===== src/rtl/tmr_pkg.sv =====
package tmr_pkg;
  localparam int PRE_W = 3;
  localparam int SRC_W = 2;
  localparam int NSRC  = 1 << SRC_W;

  typedef struct packed {
    logic             oneshot;
    logic [PRE_W-1:0] pre;
    logic [SRC_W-1:0] src;
    logic             rld;
    logic             en;
  } tmr_ctrl_t;

  localparam int CTRL_W = $bits(tmr_ctrl_t);

  typedef enum logic [1:0] {
    CH_CTRL = 2'd0,
    CH_IVL  = 2'd1,
    CH_CNT  = 2'd2,
    CH_RSV  = 2'd3
  } ch_word_e;

  localparam logic [1:0] GW_IEN = 2'd0;
  localparam logic [1:0] GW_STS = 2'd1;
endpackage


===== src/rtl/tmr_prescale.sv =====
module tmr_prescale #(
  parameter int PRE_W = 3
) (
  input  logic             clk,
  input  logic             rst,
  input  logic             clr,
  input  logic             tick_in,
  input  logic [PRE_W-1:0] pre,
  output logic             tick_out
);
  localparam int PCW = (1 << PRE_W) - 1;

  logic [PCW-1:0] div_q;
  logic [PCW-1:0] mask;

  // low 'pre' bits set: the step fires when all of them are ones
  always_comb begin
    mask = '0;
    for (int b = 0; b < PCW; b++) begin
      if (b < int'(pre)) mask[b] = 1'b1;
    end
  end

  assign tick_out = tick_in & ((div_q & mask) == mask);

  always_ff @(posedge clk) begin
    if (rst || clr) div_q <= '0;
    else if (tick_in) div_q <= div_q + 1'b1;
  end
endmodule


===== src/rtl/tmr_channel.sv =====
module tmr_channel
  import tmr_pkg::*;
#(
  parameter int CW        = 32,
  parameter int DIS_TICKS = 2
) (
  input  logic            clk,
  input  logic            rst,
  input  logic [NSRC-1:0] src_tick,
  input  logic            wr_ctrl,
  input  logic            wr_ivl,
  input  logic [CW-1:0]   wdata,
  output tmr_ctrl_t       ctrl_o,
  output logic [CW-1:0]   ivl_o,
  output logic [CW-1:0]   cnt_o,
  output logic            run_o,
  output logic            expire_o,
  output logic            load_o
);
  localparam int SCW = (DIS_TICKS < 2) ? 1 : $clog2(DIS_TICKS + 1);

  tmr_ctrl_t       ctrl_q, wctrl, wctrl_st;
  logic [CW-1:0]   ivl_q, cnt_q;
  logic            run_q, stop_pend_q;
  logic [SCW-1:0]  stop_cnt_q;
  logic            raw_tick, step, load, expire, stop_now;

  assign wctrl    = tmr_ctrl_t'(wdata[CTRL_W-1:0]);
  assign load     = wr_ctrl & wctrl.rld;
  assign raw_tick = src_tick[ctrl_q.src];

  // the load bit is an action, never stored
  always_comb begin
    wctrl_st     = wctrl;
    wctrl_st.rld = 1'b0;
  end

  tmr_prescale #(.PRE_W(PRE_W)) u_pre (
    .clk      (clk),
    .rst      (rst),
    .clr      (load),
    .tick_in  (raw_tick),
    .pre      (ctrl_q.pre),
    .tick_out (step)
  );

  assign expire   = run_q & step & ~load & (cnt_q == CW'(1));
  assign stop_now = stop_pend_q & raw_tick & (stop_cnt_q == SCW'(DIS_TICKS - 1));

  always_ff @(posedge clk) begin
    if (rst) begin
      ctrl_q      <= '0;
      ivl_q       <= '0;
      cnt_q       <= '0;
      run_q       <= 1'b0;
      stop_pend_q <= 1'b0;
      stop_cnt_q  <= '0;
    end else begin
      if (wr_ivl) ivl_q <= wdata;

      // pending disable: count raw source ticks, then halt
      if (stop_pend_q && raw_tick) begin
        if (stop_now) begin
          run_q       <= 1'b0;
          stop_pend_q <= 1'b0;
        end else begin
          stop_cnt_q <= stop_cnt_q + 1'b1;
        end
      end

      if (load) begin
        cnt_q <= ivl_q;
      end else if (run_q && step) begin
        if (expire) begin
          if (ctrl_q.oneshot) begin
            cnt_q       <= '0;
            run_q       <= 1'b0;
            ctrl_q.en   <= 1'b0;
            stop_pend_q <= 1'b0;
          end else begin
            cnt_q <= ivl_q;
          end
        end else begin
          cnt_q <= cnt_q - 1'b1;
        end
      end

      // a register write overrides the same-cycle state updates
      if (wr_ctrl) begin
        ctrl_q <= wctrl_st;
        if (wctrl.en) begin
          run_q       <= 1'b1;
          stop_pend_q <= 1'b0;
        end else if (run_q && !stop_pend_q) begin
          stop_pend_q <= 1'b1;
          stop_cnt_q  <= '0;
        end
      end
    end
  end

  assign ctrl_o   = ctrl_q;
  assign ivl_o    = ivl_q;
  assign cnt_o    = cnt_q;
  assign run_o    = run_q;
  assign expire_o = expire;
  assign load_o   = load;
endmodule


===== src/rtl/tmr_irq_bank.sv =====
module tmr_irq_bank #(
  parameter int NCH = 2
) (
  input  logic           clk,
  input  logic           rst,
  input  logic           wr_ien,
  input  logic           wr_sts,
  input  logic [NCH-1:0] wbits,
  input  logic [NCH-1:0] expire,
  output logic [NCH-1:0] ien_o,
  output logic [NCH-1:0] sts_o,
  output logic           irq_o
);
  logic [NCH-1:0] ien_q, sts_q, ien_n, sts_n, clr;

  always_comb begin
    clr   = wr_sts ? wbits : '0;
    sts_n = (sts_q & ~clr) | expire;  // a new expiry wins over a clear
    ien_n = wr_ien ? wbits : ien_q;
  end

  always_ff @(posedge clk) begin
    if (rst) begin
      ien_q <= '0;
      sts_q <= '0;
      irq_o <= 1'b0;
    end else begin
      ien_q <= ien_n;
      sts_q <= sts_n;
      irq_o <= |(sts_n & ien_n);
    end
  end

  assign ien_o = ien_q;
  assign sts_o = sts_q;
endmodule


===== src/rtl/mctimer.sv =====
module mctimer
  import tmr_pkg::*;
#(
  parameter int NCH       = 2,
  parameter int CW        = 32,
  parameter int AW        = 8,
  parameter int DIS_TICKS = 2
) (
  input  logic            clk,
  input  logic            rst,
  input  logic            bus_sel,
  input  logic            bus_wr,
  input  logic [AW-1:0]   bus_addr,
  input  logic [CW-1:0]   bus_wdata,
  output logic [CW-1:0]   bus_rdata,
  input  logic [NSRC-1:0] src_tick,
  output logic            irq_o
);
  localparam int WIN_W = AW - 4;

  logic [WIN_W-1:0] win;
  logic [1:0]       word;
  logic             aligned, wr_en, rd_en, glob_hit;
  logic [CW-1:0]    rd_nxt;

  logic [NCH-1:0]         ch_hit, wctl_a, wivl_a;
  logic [NCH-1:0]         run_a, exp_a, load_a, oneshot_a;
  logic [NCH-1:0][CW-1:0] ivl_a, cnt_a;
  tmr_ctrl_t              ctrl_a [NCH];
  logic [NCH-1:0]         ien_w, sts_w;

  assign win      = bus_addr[AW-1:4];
  assign word     = bus_addr[3:2];
  assign aligned  = (bus_addr[1:0] == 2'b00);
  assign wr_en    = bus_sel & bus_wr;
  assign rd_en    = bus_sel & ~bus_wr;
  assign glob_hit = aligned & (win == '0);

  for (genvar g = 0; g < NCH; g++) begin : g_ch
    assign ch_hit[g]    = aligned & (win == WIN_W'(g + 1));
    assign wctl_a[g]    = wr_en & ch_hit[g] & (word == CH_CTRL);
    assign wivl_a[g]    = wr_en & ch_hit[g] & (word == CH_IVL);
    assign oneshot_a[g] = ctrl_a[g].oneshot;

    tmr_channel #(.CW(CW), .DIS_TICKS(DIS_TICKS)) u_ch (
      .clk      (clk),
      .rst      (rst),
      .src_tick (src_tick),
      .wr_ctrl  (wctl_a[g]),
      .wr_ivl   (wivl_a[g]),
      .wdata    (bus_wdata),
      .ctrl_o   (ctrl_a[g]),
      .ivl_o    (ivl_a[g]),
      .cnt_o    (cnt_a[g]),
      .run_o    (run_a[g]),
      .expire_o (exp_a[g]),
      .load_o   (load_a[g])
    );
  end

  tmr_irq_bank #(.NCH(NCH)) u_irq (
    .clk    (clk),
    .rst    (rst),
    .wr_ien (wr_en & glob_hit & (word == GW_IEN)),
    .wr_sts (wr_en & glob_hit & (word == GW_STS)),
    .wbits  (bus_wdata[NCH-1:0]),
    .expire (exp_a),
    .ien_o  (ien_w),
    .sts_o  (sts_w),
    .irq_o  (irq_o)
  );

  always_comb begin
    rd_nxt = '0;
    if (glob_hit) begin
      if (word == GW_IEN)      rd_nxt[NCH-1:0] = ien_w;
      else if (word == GW_STS) rd_nxt[NCH-1:0] = sts_w;
    end
    for (int i = 0; i < NCH; i++) begin
      if (ch_hit[i]) begin
        case (ch_word_e'(word))
          CH_CTRL: rd_nxt[CTRL_W-1:0] = ctrl_a[i];
          CH_IVL:  rd_nxt = ivl_a[i];
          CH_CNT:  rd_nxt = cnt_a[i];
          default: rd_nxt = '0;
        endcase
      end
    end
  end

  always_ff @(posedge clk) begin
    if (rst)        bus_rdata <= '0;
    else if (rd_en) bus_rdata <= rd_nxt;
  end
endmodule


===== config.mk =====
export PLATFORM = sky130hd
export DESIGN_NAME = mctimer
export DESIGN_NICKNAME = d
export VERILOG_FILES = /design/src/rtl/tmr_pkg.sv /design/src/rtl/tmr_prescale.sv /design/src/rtl/tmr_channel.sv /design/src/rtl/tmr_irq_bank.sv /design/src/rtl/mctimer.sv
export SDC_FILE = /design/constraint.sdc
export NUM_CORES = 1
export LEC_CHECK = 0
export BUFFER_PORTS_ARGS = -buffer_cell sky130_fd_sc_hd__buf_2
export CAP_MARGIN = 20
export CORE_MARGIN = 2
export CORE_UTILIZATION = 45
export CTS_CLUSTER_SIZE = 20
export DETAILED_ROUTE_END_ITERATION = 16
export GPL_ROUTABILITY_DRIVEN = 1
export MAX_ROUTING_LAYER = met4
export PLACE_DENSITY = 0.68
export RECOVER_POWER = 50
export SLEW_MARGIN = 20
export SYNTH_ARGS = -nofsm -noshare
export SYNTH_HDL_FRONTEND = slang
export SYNTH_SLANG_ARGS = --single-unit

===== constraint.sdc =====
create_clock -name clk -period 7.75 [get_ports clk]
set_input_delay 1.1625 -clock clk [delete_from_list [all_inputs] [get_ports clk]]
set_output_delay 1.1625 -clock clk [all_outputs]
set_load 0.01 [all_outputs]

==> metrics.md <==
| Metric | Value |
|---|---|
| Max FO, Critical Path | `26` |
| Run status | `finished, violations left` |
| Via Count | `~11,000` |
| Synth Flop Type | `dfxtp_1` |
| TritonCTS clock tree | `yes` |
| Net switching power | `roughly 0.00055 W` |
| Syn Std Cell Area | `10,780 sq um` |
| Grt total ovfl | `0` |
| Drt wl/cell | `21.05 microns` |
| Int Pwr | `between 0.0015 and 0.002 W` |
| Die height | `158.8 microns` |
| DR pass1 iterations | `6` |
| Critical Path End Type | `register` |
| Violated checks | `capacitance limit, slew limit` |
| Leak pwr | `between 4 and 5 nW` |
| Synth top area cells | `dfxtp_1 (37%), nand2_1 (7.7%), a21oi_1 (6.5%), o21ai_0 (4.2%), nor2_1 (4.2%)` |
| Startpoint Class | `primary input` |
| Vias per Instance | `6.338` |
| Final hold vios | `0` |
| Resize count post-CTS | `0` |
| H-tree lvl count | `1` |
| Switching share of power | `0.2342` |
| Critical-path top delay cell | `clkbuf_1` |
| Global Route Usage Sum | `0.2905` |
| Fin nets | `1,469` |
| Post-synthesis cell count | `between 1,000 and 1,500` |
| Crit-path cells | `buf_2 -> or4_1 -> nor3b_1 -> and3_1 -> clkbuf_1 -> nor2_1 -> nand2_1 -> a211o_1 -> o21ai_0` |
| Starting Density | `0.4593` |
| Post-Syn Nets | `between 1,000 and 1,500` |
| Clk buf depth | `3` |
| HP Class | `register to register` |
| DRC | `0` |
| Hold_buf cts | `0` |
| Synth unique cells | `76` |
| Final WL | `~37 mm` |
| Synth area leader | `dfxtp_1` |
| Pin count of the biggest net entering global routing | `80` |
| Max stage delay on crit path | `between 1000 and 1500 ps` |
| Core Region | `roughly 23,000 sq um` |
| Placed instance area | `approximately 11,000 sq um` |
| Post-synth top area share | `0.3732` |
| Clock Skew | `roughly 14 ps` |
| Max VDD drop | `about 0.15 mV` |
| Warnings, synthesis | `0` |
| Total CTS buffers | `23` |
| Slew Viols, Final | `a little over 100` |
| Crit path max-delay family | `simple AND/OR/NAND/NOR gates` |
| Final TNS setup | `0 ps` |
| Hpwl dp | `roughly 25 mm` |
| Clk Latency, worst-skew pair | `520 ps` |
| Area added between synthesis and finish | `11.09%` |
| Comb power frac | `0.051` |
| Clk pwr share | `0.504` |
| Routability cong. | `roughly 0.9` |
| Max_cap viols | `3` |
| Post-synthesis sequential area ratio | `0.3732` |
| CP bufs+invs | `2` |
| Layout cells sized above 1 | `0.08848` |
| Synthesized area per cell | `7.696 sq um` |
| CTS sink cnt | `approximately 200` |
| Die width | `between 150 and 200 microns` |
| Placement Setup Slack | `between 3000 and 4000 ps` |
| Worst slew pin tran | `around 2100 ps` |
| Setup Buffers After CTS | `0` |
| Starting DRT DRC Count | `~1,300` |
| Diode count | `0` |
| EDFF count, synth | `0` |
| F_max | `roughly 230 MHz` |
| IO Pins | `81` |
| Clock transition at path regs | `roughly 60 ps` |
| #FFs+latches synth | `between 200 and 250` |
| Power Total | `0.002365 W` |
| Root buffer cell | `clkbuf_16` |
| Worst setup slack after layout | `approximately 3400 ps` |
| Required @ worst endpoint | `around 8100 ps` |
| Die ar. | `around 25,000 sq um` |
| Synth async-reset ratio | `0` |
| Crit path kind | `primary input to register` |
| Port bufs | `80` |
| RSZ-0062 raised after global routing | `false` |
| # rows | `56` |
| # setup viols final | `0` |
| Worst Path Arrival | `roughly 4800 ps` |
| Pwr dens | `roughly 200 nW/um^2` |
| Finished Cell Area | `around 12,000 sq um` |
| Reg power frac | `0.446` |
| Rel. slew slack | `-0.4316` |
| Fin crit period | `approximately 4400 ps` |
| Antenna viol nets, final | `0` |
| Vias in the first global route | `around 10,000` |
| Global-route wire length before repair | `57.90 mm` |
| Initial antenna violation count | `0` |
| Fin crit share | `0.5662` |
==> cells in the mapped netlist (6+ instances only) <==
master / count
o211ai_1: 14
nand2_1: 220
inv_1: 29
or2_2: 6
mux2i_1: 6
a22o_1: 7
ha_1: 12
nand2b_1: 6
xnor2_1: 16
o2bb2ai_1: 8
buf_2: 8
nor3b_1: 6
o22ai_1: 11
a22oi_1: 55
and3_1: 21
a21oi_1: 141
nor2_1: 121
dfxtp_1: 201
nand4_1: 17
nor4_1: 18
nand3_1: 40
o21ai_0: 91
a311oi_1: 8
a222oi_1: 14
o221ai_1: 30
o21ai_1: 8
xor2_1: 22
o31ai_1: 8
a211oi_1: 11
or3_1: 13
nor3_1: 27
a31oi_1: 16
a221oi_1: 11
clkbuf_1: 97
or4_1: 7
==> logic make-up after synthesis <==
| kind of cell | Yosys count | synth area share |
|---|---|---|
| AOI/OAI and AO/OA | 463 | 0.2788 |
| xor gates and xnor gates | 38 | 0.03087 |
| adders and majority gates | 12 | 0.01393 |
| buffers and inverters | 145 | 0.05884 |
| DFF | 201 | 0.3732 |
| muxes | 8 | 0.009748 |
| and+or+nand+nor | 534 | 0.2347 |
==> worst reg2reg max path, stage by stage, from the launching register on <==
cell and delay, ps:
dfxtp_1 360, mux4_2 640, o2111ai_1 200, or2_0 1500, nor2_1 550, a31oi_1 430, o2bb2ai_1 130
==> power groups by stage <==
stage | sequential (W) | combinational, W | clock (W)
after floorplan | 0.00108 | 0.0000613 | 0
after global placement | 0.00108 | 0.000120 | 0
after detailed placement | 0.00108 | 0.000120 | 0
after CTS | 0.00105 | 0.000121 | 0.00120
after global routing | 0.00106 | 0.000129 | 0.00124
final | 0.00105 | 0.000120 | 0.00119
==> layout make-up <==
type / count / area, sq um
repair buffers: 98 / 485.5
multi-input cells: 1055 / 6136
fillers: 2312 / 11490
clock inverters: 10 / 158.9
clock buffers: 30 / 661.9
flip-flops and latches: 201 / 4024
well taps: 319 / 399.1
inverters: 30 / 112.6
==> registers in the layout (all words and copies together), names as in the netlist <==
name / cells
g_ch.u_ch.cnt_o: 64
g_ch.u_ch.ivl_o: 64
bus_rdata: 32
g_ch.u_ch.ctrl_o: 14
g_ch.u_ch.u_pre.div_q: 14
g_ch.u_ch.stop_cnt_q: 4
g_ch.u_ch.run_o: 2
g_ch.u_ch.stop_pend_q: 2
u_irq.ien_o: 2
u_irq.sts_o: 2
u_irq.irq_o: 1
==> worst paths after layout <==
check                                             end  cells past startpoint  slack, ps                                 from
setup / recovery  g_ch[0].u_ch.cnt_o[30]$_SDFFE_PP0P_                      9       3360                          bus_addr[1]
setup reg to reg  g_ch[0].u_ch.cnt_o[19]$_SDFFE_PP0P_                      6       3790  g_ch[0].u_ch.ctrl_o[2]$_SDFFE_PP0N_
hold reg to reg         g_ch[1].u_ch.run_o$_SDFF_PP0_                      2        460        g_ch[1].u_ch.run_o$_SDFF_PP0_
hold / removal          g_ch[1].u_ch.run_o$_SDFF_PP0_                      2        460        g_ch[1].u_ch.run_o$_SDFF_PP0_
==> metrics by stage <==
stage            util  cells  hold slack, ps
2_1_floorplan       -   1401           436.3
3_3_place_gp   0.4779   1703           443.0
6_report       0.5103   1743           458.7
4_1_cts        0.5128   1743           463.0
3_5_place_dp   0.4779   1703           454.3
5_1_grt        0.5103   1743           496.0
==> per-layer routing <==
layer | GRT usage | vias up | share of wire
met2 | 0.4268 | 529 | 0.43
li1 | - | 5160 | -
met1 | 0.4109 | 5262 | 0.45
met5 | - | - | 0
met4 | 0.1047 | 0 | 0.038
met3 | 0.03396 | 97 | 0.079
==> cell usage in the layout (no fill, tap or decap), types with 14 or more instances in the layout <==
cell / count
o221ai_1: 30
and3_1: 21
nand2_1: 220
nor2_1: 120
o21ai_0: 91
nand3_1: 40
buf_2: 43
inv_1: 29
xnor2_1: 16
dfxtp_1: 201
a222oi_1: 14
nor3_1: 26
clkbuf_16: 23
nor4_1: 18
nand4_1: 17
o211ai_1: 14
a31oi_1: 16
a21oi_1: 141
buf_4: 17
a22oi_1: 55
clkbuf_1: 39
xor2_1: 22
Power figures use the tool's default switching activity.
